### src/rtl/ivg_pkg.sv
`timescale 1ns/1ps
package ivg_pkg;

    // Number of status conditions ranked ahead of the result slots
    localparam int STAT_CNT = 5;

    typedef enum int unsigned {
        SRC_OVF = 0,   // converter overflow
        SRC_TOV = 1,   // conversion-timing overflow
        SRC_WHI = 2,   // window: above high threshold
        SRC_WLO = 3,   // window: below low threshold
        SRC_WIN = 4    // window: inside band
    } stat_src_e;

endpackage

### src/rtl/ivg_prio_pick.sv
`timescale 1ns/1ps
// Finds the lowest-index asserted request (index 0 ranks highest).
module ivg_prio_pick #(
    parameter int W  = 13,
    localparam int IW = (W > 1) ? $clog2(W) : 1
) (
    input  logic [W-1:0]  req_i,
    output logic          vld_o,
    output logic [IW-1:0] idx_o
);

    always_comb begin
        vld_o = 1'b0;
        idx_o = '0;
        for (int i = W - 1; i >= 0; i--) begin
            if (req_i[i]) begin
                vld_o = 1'b1;
                idx_o = IW'(i);
            end
        end
    end

endmodule

### src/rtl/ivg_clr_gen.sv
`timescale 1ns/1ps
// Builds the per-source clear mask from the various clear events.
module ivg_clr_gen #(
    parameter int NUM_SRC   = 13,
    parameter int NUM_SLOTS = 8,
    parameter int STAT      = 5,
    localparam int IW = (NUM_SRC > 1) ? $clog2(NUM_SRC) : 1
) (
    input  logic                 rd_i,
    input  logic                 top_vld_i,
    input  logic [IW-1:0]        top_idx_i,
    input  logic [NUM_SLOTS-1:0] slot_rd_i,
    input  logic [NUM_SRC-1:0]   sw_clr_i,
    output logic [NUM_SRC-1:0]   clr_o
);

    logic [NUM_SRC-1:0] slot_mask;
    logic [NUM_SRC-1:0] rd_mask;

    // status bits are never touched by slot reads
    for (genvar g = 0; g < STAT; g++) begin : g_stat
        assign slot_mask[g] = 1'b0;
    end
    for (genvar s = 0; s < NUM_SLOTS; s++) begin : g_slot
        assign slot_mask[STAT+s] = slot_rd_i[s];
    end

    // a vector read only drops the winner when it is a status condition
    always_comb begin
        rd_mask = '0;
        if (rd_i && top_vld_i && (int'(top_idx_i) < STAT)) begin
            rd_mask[top_idx_i] = 1'b1;
        end
    end

    assign clr_o = sw_clr_i | slot_mask | rd_mask;

endmodule

### src/rtl/ivg_flag_next.sv
`timescale 1ns/1ps
// Per-flag next-state: a set pulse overrides every clear source.
module ivg_flag_next #(
    parameter int NUM_SRC = 13
) (
    input  logic [NUM_SRC-1:0] cur_i,
    input  logic [NUM_SRC-1:0] set_i,
    input  logic [NUM_SRC-1:0] clr_i,
    input  logic               clr_all_i,
    output logic [NUM_SRC-1:0] nxt_o
);

    for (genvar g = 0; g < NUM_SRC; g++) begin : g_bit
        assign nxt_o[g] = set_i[g] | (cur_i[g] & ~clr_i[g] & ~clr_all_i);
    end

endmodule

### src/rtl/ivg_top.sv
`timescale 1ns/1ps
module ivg_top #(
    parameter int NUM_SLOTS = 8,
    parameter int NUM_SRC   = ivg_pkg::STAT_CNT + NUM_SLOTS,
    parameter int VEC_W     = $clog2(2 * NUM_SRC + 1)
) (
    input  logic                 clk_i,
    input  logic                 rst_ni,
    input  logic                 vec_rd_i,
    input  logic                 vec_wr_i,
    input  logic [NUM_SRC-1:0]   src_en_i,
    input  logic [NUM_SRC-1:0]   src_set_i,
    input  logic [NUM_SRC-1:0]   src_clr_i,
    input  logic [NUM_SLOTS-1:0] slot_rd_i,
    output logic                 irq_o,
    output logic [VEC_W-1:0]     vector_o,
    output logic [NUM_SRC-1:0]   pend_o
);

    localparam int STAT = ivg_pkg::STAT_CNT;
    localparam int IW   = (NUM_SRC > 1) ? $clog2(NUM_SRC) : 1;

    typedef struct packed {
        logic [NUM_SRC-1:0] flags;
        logic               irq;
    } state_t;

    state_t st_d, st_q;

    logic [NUM_SRC-1:0] active;
    logic               top_vld;
    logic [IW-1:0]      top_idx;
    logic [NUM_SRC-1:0] clr_mask;
    logic [NUM_SRC-1:0] flags_nxt;

    assign active = st_q.flags & src_en_i;

    ivg_prio_pick #(.W(NUM_SRC)) u_pick (
        .req_i (active),
        .vld_o (top_vld),
        .idx_o (top_idx)
    );

    ivg_clr_gen #(
        .NUM_SRC   (NUM_SRC),
        .NUM_SLOTS (NUM_SLOTS),
        .STAT      (STAT)
    ) u_clr (
        .rd_i      (vec_rd_i),
        .top_vld_i (top_vld),
        .top_idx_i (top_idx),
        .slot_rd_i (slot_rd_i),
        .sw_clr_i  (src_clr_i),
        .clr_o     (clr_mask)
    );

    ivg_flag_next #(.NUM_SRC(NUM_SRC)) u_next (
        .cur_i     (st_q.flags),
        .set_i     (src_set_i),
        .clr_i     (clr_mask),
        .clr_all_i (vec_wr_i),
        .nxt_o     (flags_nxt)
    );

    always_comb begin
        st_d       = st_q;
        st_d.flags = flags_nxt;
        st_d.irq   = |(flags_nxt & src_en_i);
    end

    always_ff @(posedge clk_i or negedge rst_ni) begin
        if (!rst_ni) begin
            st_q <= '0;
        end else begin
            st_q <= st_d;
        end
    end

    // even jump-table offset: rank k maps to 2*(k+1)
    assign vector_o = top_vld ? (VEC_W'({top_idx, 1'b0}) + VEC_W'(2)) : '0;
    assign irq_o    = st_q.irq;
    assign pend_o   = st_q.flags;

endmodule

### config.mk
export PLATFORM = sky130hd
export DESIGN_NAME = ivg_top
export DESIGN_NICKNAME = d
export VERILOG_FILES = /design/src/rtl/ivg_pkg.sv /design/src/rtl/ivg_prio_pick.sv /design/src/rtl/ivg_clr_gen.sv /design/src/rtl/ivg_flag_next.sv /design/src/rtl/ivg_top.sv
export SDC_FILE = /design/constraint.sdc
export NUM_CORES = 1
export LEC_CHECK = 0
export BUFFER_PORTS_ARGS = -buffer_cell sky130_fd_sc_hd__buf_2
export CAP_MARGIN = 10
export CORE_ASPECT_RATIO = 0.7
export CORE_UTILIZATION = 44
export CTS_CLUSTER_DIAMETER = 80
export CTS_CLUSTER_SIZE = 12
export DETAILED_ROUTE_END_ITERATION = 8
export GPL_TIMING_DRIVEN = 0
export HOLD_SLACK_MARGIN = 0.03
export PLACE_DENSITY = 0.84
export SYNTH_ARGS = -nofsm -noshare
export SYNTH_HDL_FRONTEND = slang
export SYNTH_SLANG_ARGS = --single-unit
### constraint.sdc
create_clock -name clk_i -period 6.7 [get_ports clk_i]
set_input_delay 0.67 -clock clk_i [delete_from_list [all_inputs] [get_ports clk_i]]
set_output_delay 0.67 -clock clk_i [all_outputs]
set_load 0.02 [all_outputs]
Yosys cells after proc, flatten, opt, wreduce, memory -nomap -nowiden
Cells that the tools add are included.
- flip-flop bits (word level): 14
- input bits: 51
- output and inout port bits: 19
- word-level logic and storage cells: 97
- $add $sub $neg: 1
- $lt $le $gt $ge: 3
- muxes and demuxes: 30
- bitwise gates (word level): 57
- reduce and logical (&&, ||, !) cells: 4
- operators by type and width (operator ; number):
    $mux W4 ; 13
    $and A1 B1 Y1 ; 26
    $and A13 B13 Y13 ; 2
    $or A13 B13 Y13 ; 2
    $mux W1 ; 14
    $not A1 Y1 ; 14
    $mux W13 ; 1
    $or A1 B1 Y1 ; 13
    $reduce_or A13 Y1 ; 1
    $add A5 B2 Y5 const B ; 1
    $lt A4 B5 Y1 const B ; 1
    $mux W5 ; 1
    $demux W1 S4 ; 1
    $ge A4 B1 Y1 const B ; 1
    $lt A4 B3 Y1 const B ; 1
    $logic_and A1 B1 Y1 ; 3

Logic depth before layout (Yosys ltp)
- depth after elaboration: 26
- mapped depth: 11
- mapped depth without buffers: 11

Cells and area by module
Synthesis repeated with hierarchy kept, for this count alone.
- cells, all modules: 114
- area total of the unflattened synthesis: 1003.5 sq um
- modules (own cells, without submodules) (module ; instances ; cells each ; area each (sq um) ; seq. area each (sq um)):
    ivg_top ; 1 ; 45 ; 563.0 ; 350.3
    ivg_flag_next ; 1 ; 27 ; 157.7 ; 0.0
    ivg_prio_pick ; 1 ; 24 ; 156.4 ; 0.0
    ivg_clr_gen ; 1 ; 18 ; 126.4 ; 0.0

Least setup slack after synthesis
Ideal clock, no wire load.
- path type: in2out
- start: input src_en_i[3]
- end: output vector_o[3]
- arrival: 2.105 ns
- data required time: 6.030 ns
- setup slack: 3.925 ns
- cell stages on the path: 6
- path buffers: 0
- path through: a22oi_2 or2b_1 nand2_1 a31oi_1 ha_1 o31ai_1
- cells in the longest elaborated chain, start to end: 7
- elaborated cells between the ends (all ways): 11
- classes of those cells: add/sub (1); mux (9); bitwise (1)
- RTL lines (element ; RTL line ; RTL):
    start, declared ; ivg_top.sv:11 ; input logic [NUM_SRC-1:0] src_en_i,
    $and A13 B13 Y13 (*) ; ivg_top.sv:36 ; assign active = st_q.flags & src_en_i;
    $mux W4 (4 in series) ; ivg_prio_pick.sv:16 ; if (req_i[i]) begin
    $add A5 B2 Y5 ; ivg_top.sv:80 ; assign vector_o = top_vld ? (VEC_W'({top_idx, 1'b0}) + VEC_W'(2)) : '0;
    $mux W5 (*) ; ivg_top.sv:80 ;
    end, declared ; ivg_top.sv:16 ; output logic [VEC_W-1:0] vector_o,
Mark *: on every way between the ends. The rest lies on a longest branch, timed or not.

Final worst setup path
- start: input src_en_i[7]
- end: output vector_o[3]
- cells in the longest elaborated chain, start to end: 11
- elaborated cells between the ends (all ways): 19
- classes of those cells: add/sub (1); mux (17); bitwise (1)
- RTL lines (element ; RTL line):
    $and A13 B13 Y13 (*) ; ivg_top.sv:36
    $mux W4 (8 in series) ; ivg_prio_pick.sv:16
    $add A5 B2 Y5 ; ivg_top.sv:80
    $mux W5 (*) ; ivg_top.sv:80
Marked as above.

==> flow_summary.html <==
<table>
<tr><th>Metric</th><th>Value</th></tr>
<tr><th colspan="2">GRT</th></tr>
<tr><td>Vias in the first global route</td><td>1157</td></tr>
<tr><td>Maximum number of pins on one net before global-route repair</td><td>15</td></tr>
<tr><td>GRT Overall Usage</td><td>0.266</td></tr>
<tr><td>Global-route wire length before repair</td><td>4930 um</td></tr>
<tr><td>Total congestion overflow</td><td>0</td></tr>
<tr><td>Antenna violations before repair</td><td>0</td></tr>
<tr><th colspan="2">STA</th></tr>
<tr><td>Hold Fails Final Rpt</td><td>0</td></tr>
<tr><td>Tightest slew margin relative to the limit</td><td>0.602</td></tr>
<tr><td>Final TNS setup</td><td>0 ns</td></tr>
<tr><td>Final period util</td><td>0.454</td></tr>
<tr><td>Final count of pins violating max slew</td><td>0</td></tr>
<tr><td>Slew of the pin with the lowest slew margin</td><td>0.591 ns</td></tr>
<tr><td>RSZ-0062 raised after global routing</td><td>no</td></tr>
<tr><td>Setup-violating endpoint count in the final report</td><td>0</td></tr>
<tr><td>Worst Hold Margin</td><td>0.267 ns</td></tr>
<tr><td>Final clock skew</td><td>0.00568 ns</td></tr>
<tr><td>Upper clock frequency limit</td><td>0.329 GHz</td></tr>
<tr><td>Minimum clock period</td><td>3.04 ns</td></tr>
<tr><th colspan="2">Clock network</th></tr>
<tr><td>Setup Fix Bufs, Post-CTS</td><td>0</td></tr>
<tr><td>Longest Clk Path Bufs</td><td>2</td></tr>
<tr><td>Source-to-sink clock delay at the later pin of the worst-skew pair</td><td>0.29 ns</td></tr>
<tr><td>Post-cts sizing count</td><td>0</td></tr>
<tr><td>Root buffer selected by CTS</td><td>clkbuf_4</td></tr>
<tr><td>Number of clock sinks</td><td>14</td></tr>
<tr><td>Num CTS Buffers</td><td>3</td></tr>
<tr><td>Clock H-tree levels</td><td>1</td></tr>
<tr><td>Clock-pin slew of the registers on the worst-case setup and hold paths</td><td>0.09 ns</td></tr>
<tr><td>Number of hold buffers added after CTS</td><td>0</td></tr>
<tr><td>CTS tree</td><td>done</td></tr>
<tr><th colspan="2">Worst setup path</th></tr>
<tr><td>End of the worst register-to-register path</td><td>irq_o$_DFF_PN0_</td></tr>
<tr><td>R2r setup slk</td><td>4.11 ns</td></tr>
<tr><td>Data required time at the worst endpoint</td><td>6.03 ns</td></tr>
<tr><td>Cell Chain, Critical Path</td><td>buf_2 -&gt; nand2_1 -&gt; a32oi_1 -&gt; o21ai_0 -&gt; a31oi_1 -&gt; ha_1 -&gt; o21ai_0 -&gt; o31ai_1 -&gt; buf_2</td></tr>
<tr><td>Timing startpoint of the critical path</td><td>src_en_i[7]</td></tr>
<tr><td>Worst path arrival time</td><td>2.37 ns</td></tr>
<tr><td>Biggest fanout along the worst timing path</td><td>5</td></tr>
<tr><td>Endpoint of the worst setup timing path</td><td>vector_o[3]</td></tr>
<tr><td>Startpoint of the worst-slack reg-to-reg timing path</td><td>pend_o[3]$_DFF_PN0_</td></tr>
<tr><td>Critical path's largest stage delay</td><td>0.44 ns</td></tr>
<tr><td>Number of buffers and inverters on the critical path</td><td>2</td></tr>
<tr><td>Crit-path slowest cell</td><td>a31oi_1</td></tr>
<tr><td>Class of the most critical setup path</td><td>in2out</td></tr>
<tr><td>Logic depth of the worst setup path including buffers</td><td>9</td></tr>
<tr><td>Number of cell instances on the worst register-to-register path</td><td>11</td></tr>
<tr><td>Worst setup SP type</td><td>primary input</td></tr>
<tr><td>Family with the most delay on the worst path</td><td>compound AO/OA/AOI/OAI gates</td></tr>
<tr><td>Capturing element type of the critical path</td><td>output pin</td></tr>
<tr><th colspan="2">Floorplan</th></tr>
<tr><td>Core Footprint</td><td>0.00217 mm^2</td></tr>
<tr><td>Placement row count</td><td>14</td></tr>
<tr><td>I/O pin total</td><td>70</td></tr>
<tr><td>Die area</td><td>0.00253 mm^2</td></tr>
<tr><td>Height of the die</td><td>42.4 um</td></tr>
<tr><td>Die width</td><td>59.7 um</td></tr>
<tr><td>Initial Util</td><td>0.472</td></tr>
<tr><th colspan="2">Logic synthesis</th></tr>
<tr><td>Fraction of the yosys area taken by sequential cells</td><td>0.341</td></tr>
<tr><td>Number of enable-type register cells in the synthesized netlist</td><td>0</td></tr>
<tr><td>Average instance area after synthesis</td><td>8.41 um^2</td></tr>
<tr><td>Most used DFF post-synth</td><td>dfrtp_1</td></tr>
<tr><td>Synthesized netlist net count</td><td>178</td></tr>
<tr><td>Synthesis warning total</td><td>0</td></tr>
<tr><td>Mapped cell area</td><td>0.00103 mm^2</td></tr>
<tr><td>Fraction of registers with async set/reset</td><td>1.00</td></tr>
<tr><td>Number of distinct library cells after synthesis</td><td>31</td></tr>
<tr><td>Post-Syn Instances</td><td>122</td></tr>
<tr><td>Seq cells post-synth</td><td>14</td></tr>
<tr><th colspan="2">Drt</th></tr>
<tr><td>Residual antenna-violating net count after detailed routing</td><td>0</td></tr>
<tr><td>Vias per cell</td><td>5.61</td></tr>
<tr><td># DRC</td><td>0</td></tr>
<tr><td>Total iterations of the first detailed-routing run</td><td>4</td></tr>
<tr><td>Initial DRC Count</td><td>90</td></tr>
<tr><td>Total detailed-routing wirelength</td><td>3220 um</td></tr>
<tr><td>Avg WL per Cell</td><td>14.2 um</td></tr>
<tr><td>Via total after detailed routing</td><td>1267</td></tr>
<tr><th colspan="2">Finish</th></tr>
<tr><td>Share of cells above drive strength 1</td><td>0.443</td></tr>
<tr><td>Final cell utilization of the core</td><td>0.664</td></tr>
<tr><td>Layout net count</td><td>251</td></tr>
<tr><td>Growth of design area from synthesis to finish</td><td>40.6%</td></tr>
<tr><td># diodes</td><td>0</td></tr>
<tr><th colspan="2">Run</th></tr>
<tr><td>Max-cap violations</td><td>0</td></tr>
<tr><th colspan="2">Status</th></tr>
<tr><td>Status</td><td>completed</td></tr>
<tr><th colspan="2">Placed design</th></tr>
<tr><td>Hpwl dp</td><td>2680 um</td></tr>
<tr><td>Final weighted congestion of routability-driven global placement</td><td>0.886</td></tr>
<tr><td>Input/output buffers</td><td>68</td></tr>
<tr><th colspan="2">Pwr</th></tr>
<tr><td>Leakage power</td><td>0.719 nW</td></tr>
<tr><td>Worst-case vdd ir drop</td><td>0.0000972 V</td></tr>
<tr><td>Power per unit of standard cell area</td><td>170 mW/mm^2</td></tr>
<tr><th colspan="2">Hold path</th></tr>
<tr><td>Hold Path Class</td><td>in2async</td></tr>
</table>
==> registers in the layout, indices dropped and copies added, names as in the netlist <==
register / count
pend_o: 13
irq_o: 1
==> per-layer routing <==
layer  up-vias  track usage  part of all wire
met5         -            0                 0
met4         0       0.0884             0.013
met3         8       0.0679             0.089
met2        87        0.431              0.47
met1       578        0.340              0.43
li1        594            -                 -
==> final cells by class <==
class	instances	area (um^2)
plain buffers	2	12.5
inverters	4	15.0
multi-input cells	102	648
repair buffers	68	340
well taps	32	40.0
fillers	201	729
flip-flops and latches	14	350
clock buffers	4	36.3
==> logic make-up (layout without fill, tap and decap cells) <==
logic type      Yosys count  in the layout  synth area share
compound gates           33             33             0.235
simple gates             63             63             0.332
other cells               1              1           0.00366
flops                    14             14             0.341
fa+ha+maj                 5              5            0.0610
buf+inv                   6             78            0.0268
==> layout by cell type, fill, tap and decap left out <==
cell / n
nand3_1: 7
nor2_1: 6
inv_1: 4
nand2_1: 27
a21oi_1: 2
nor4b_1: 8
nor3_1: 1
a32oi_1: 2
a22oi_1: 5
buf_2: 69
nand3_2: 1
nand4_1: 1
conb_1: 1
a21boi_0: 1
a2111oi_2: 1
ha_1: 5
and4_4: 1
clkbuf_8: 1
a31oi_1: 5
o21ai_0: 7
a31o_2: 2
a21o_1: 4
o21a_1: 1
and4_1: 1
a22oi_2: 2
or2b_1: 1
clkbuf_4: 3
nand4b_1: 1
nor3b_1: 3
dfrtp_1: 14
or2_2: 5
o31ai_1: 1
buf_4: 1
==> cell usage after synthesis (all sizes together), types with 2 or more instances <==
cell	instances	area (um^2)
a21o	4	30.0
buf	2	12.5
a22oi	7	62.6
o21ai	7	35.0
a31oi	5	31.3
dfrtp	14	350
nand3	8	45.0
nand2	27	101
nor2	6	22.5
or2	5	31.3
and4	2	20.0
inv	4	15.0
a21oi	2	10.0
a32oi	2	17.5
nor4b	8	70.1
a31o	2	17.5
nor3b	3	22.5
ha	5	62.6
==> per-stage QoR <==
step	setup WS (ns)	power (mW)	area [um^2]	std cells
2_1_floorplan	3.93	0.145	1030	122
3_3_place_gp	3.77	0.179	1410	222
3_5_place_dp	3.72	0.182	1410	222
4_1_cts	3.71	0.244	1440	226
5_1_grt	3.51	0.259	1440	226
6_report	3.66	0.245	1440	226
==> worst min-delay path by stage <==
stage | slack [ns] | cells after the start | to
after floorplan | 0.37 | 0 | irq_o$_DFF_PN0_
after global placement | 0.58 | 1 | pend_o[11]$_DFF_PN0_
after CTS | 0.27 | 1 | pend_o[7]$_DFF_PN0_
final | 0.27 | 1 | pend_o[7]$_DFF_PN0_
after detailed placement | 0.58 | 1 | pend_o[11]$_DFF_PN0_
after global routing | 0.28 | 1 | pend_o[7]$_DFF_PN0_
==> worst register-to-register path: cells and delay by family, from the launching register on <==
family | cells | cell delay [ns]
flops | 1 | 0.43
buf+inv | 1 | 0.15
compound gates | 4 | 0.93
fa+ha+maj | 1 | 0.16
simple gates | 5 | 0.79
==> where the power goes <==
group / total [mW] / switching (mW) / internal, mW
Clock: 0.0629 / 0.0298 / 0.0331
Combinational: 0.0867 / 0.0508 / 0.0359
Sequential: 0.0951 / 0.00549 / 0.0896
Total: 0.245 / 0.0861 / 0.159
Note: power is estimated with default switching activity, not from simulation.
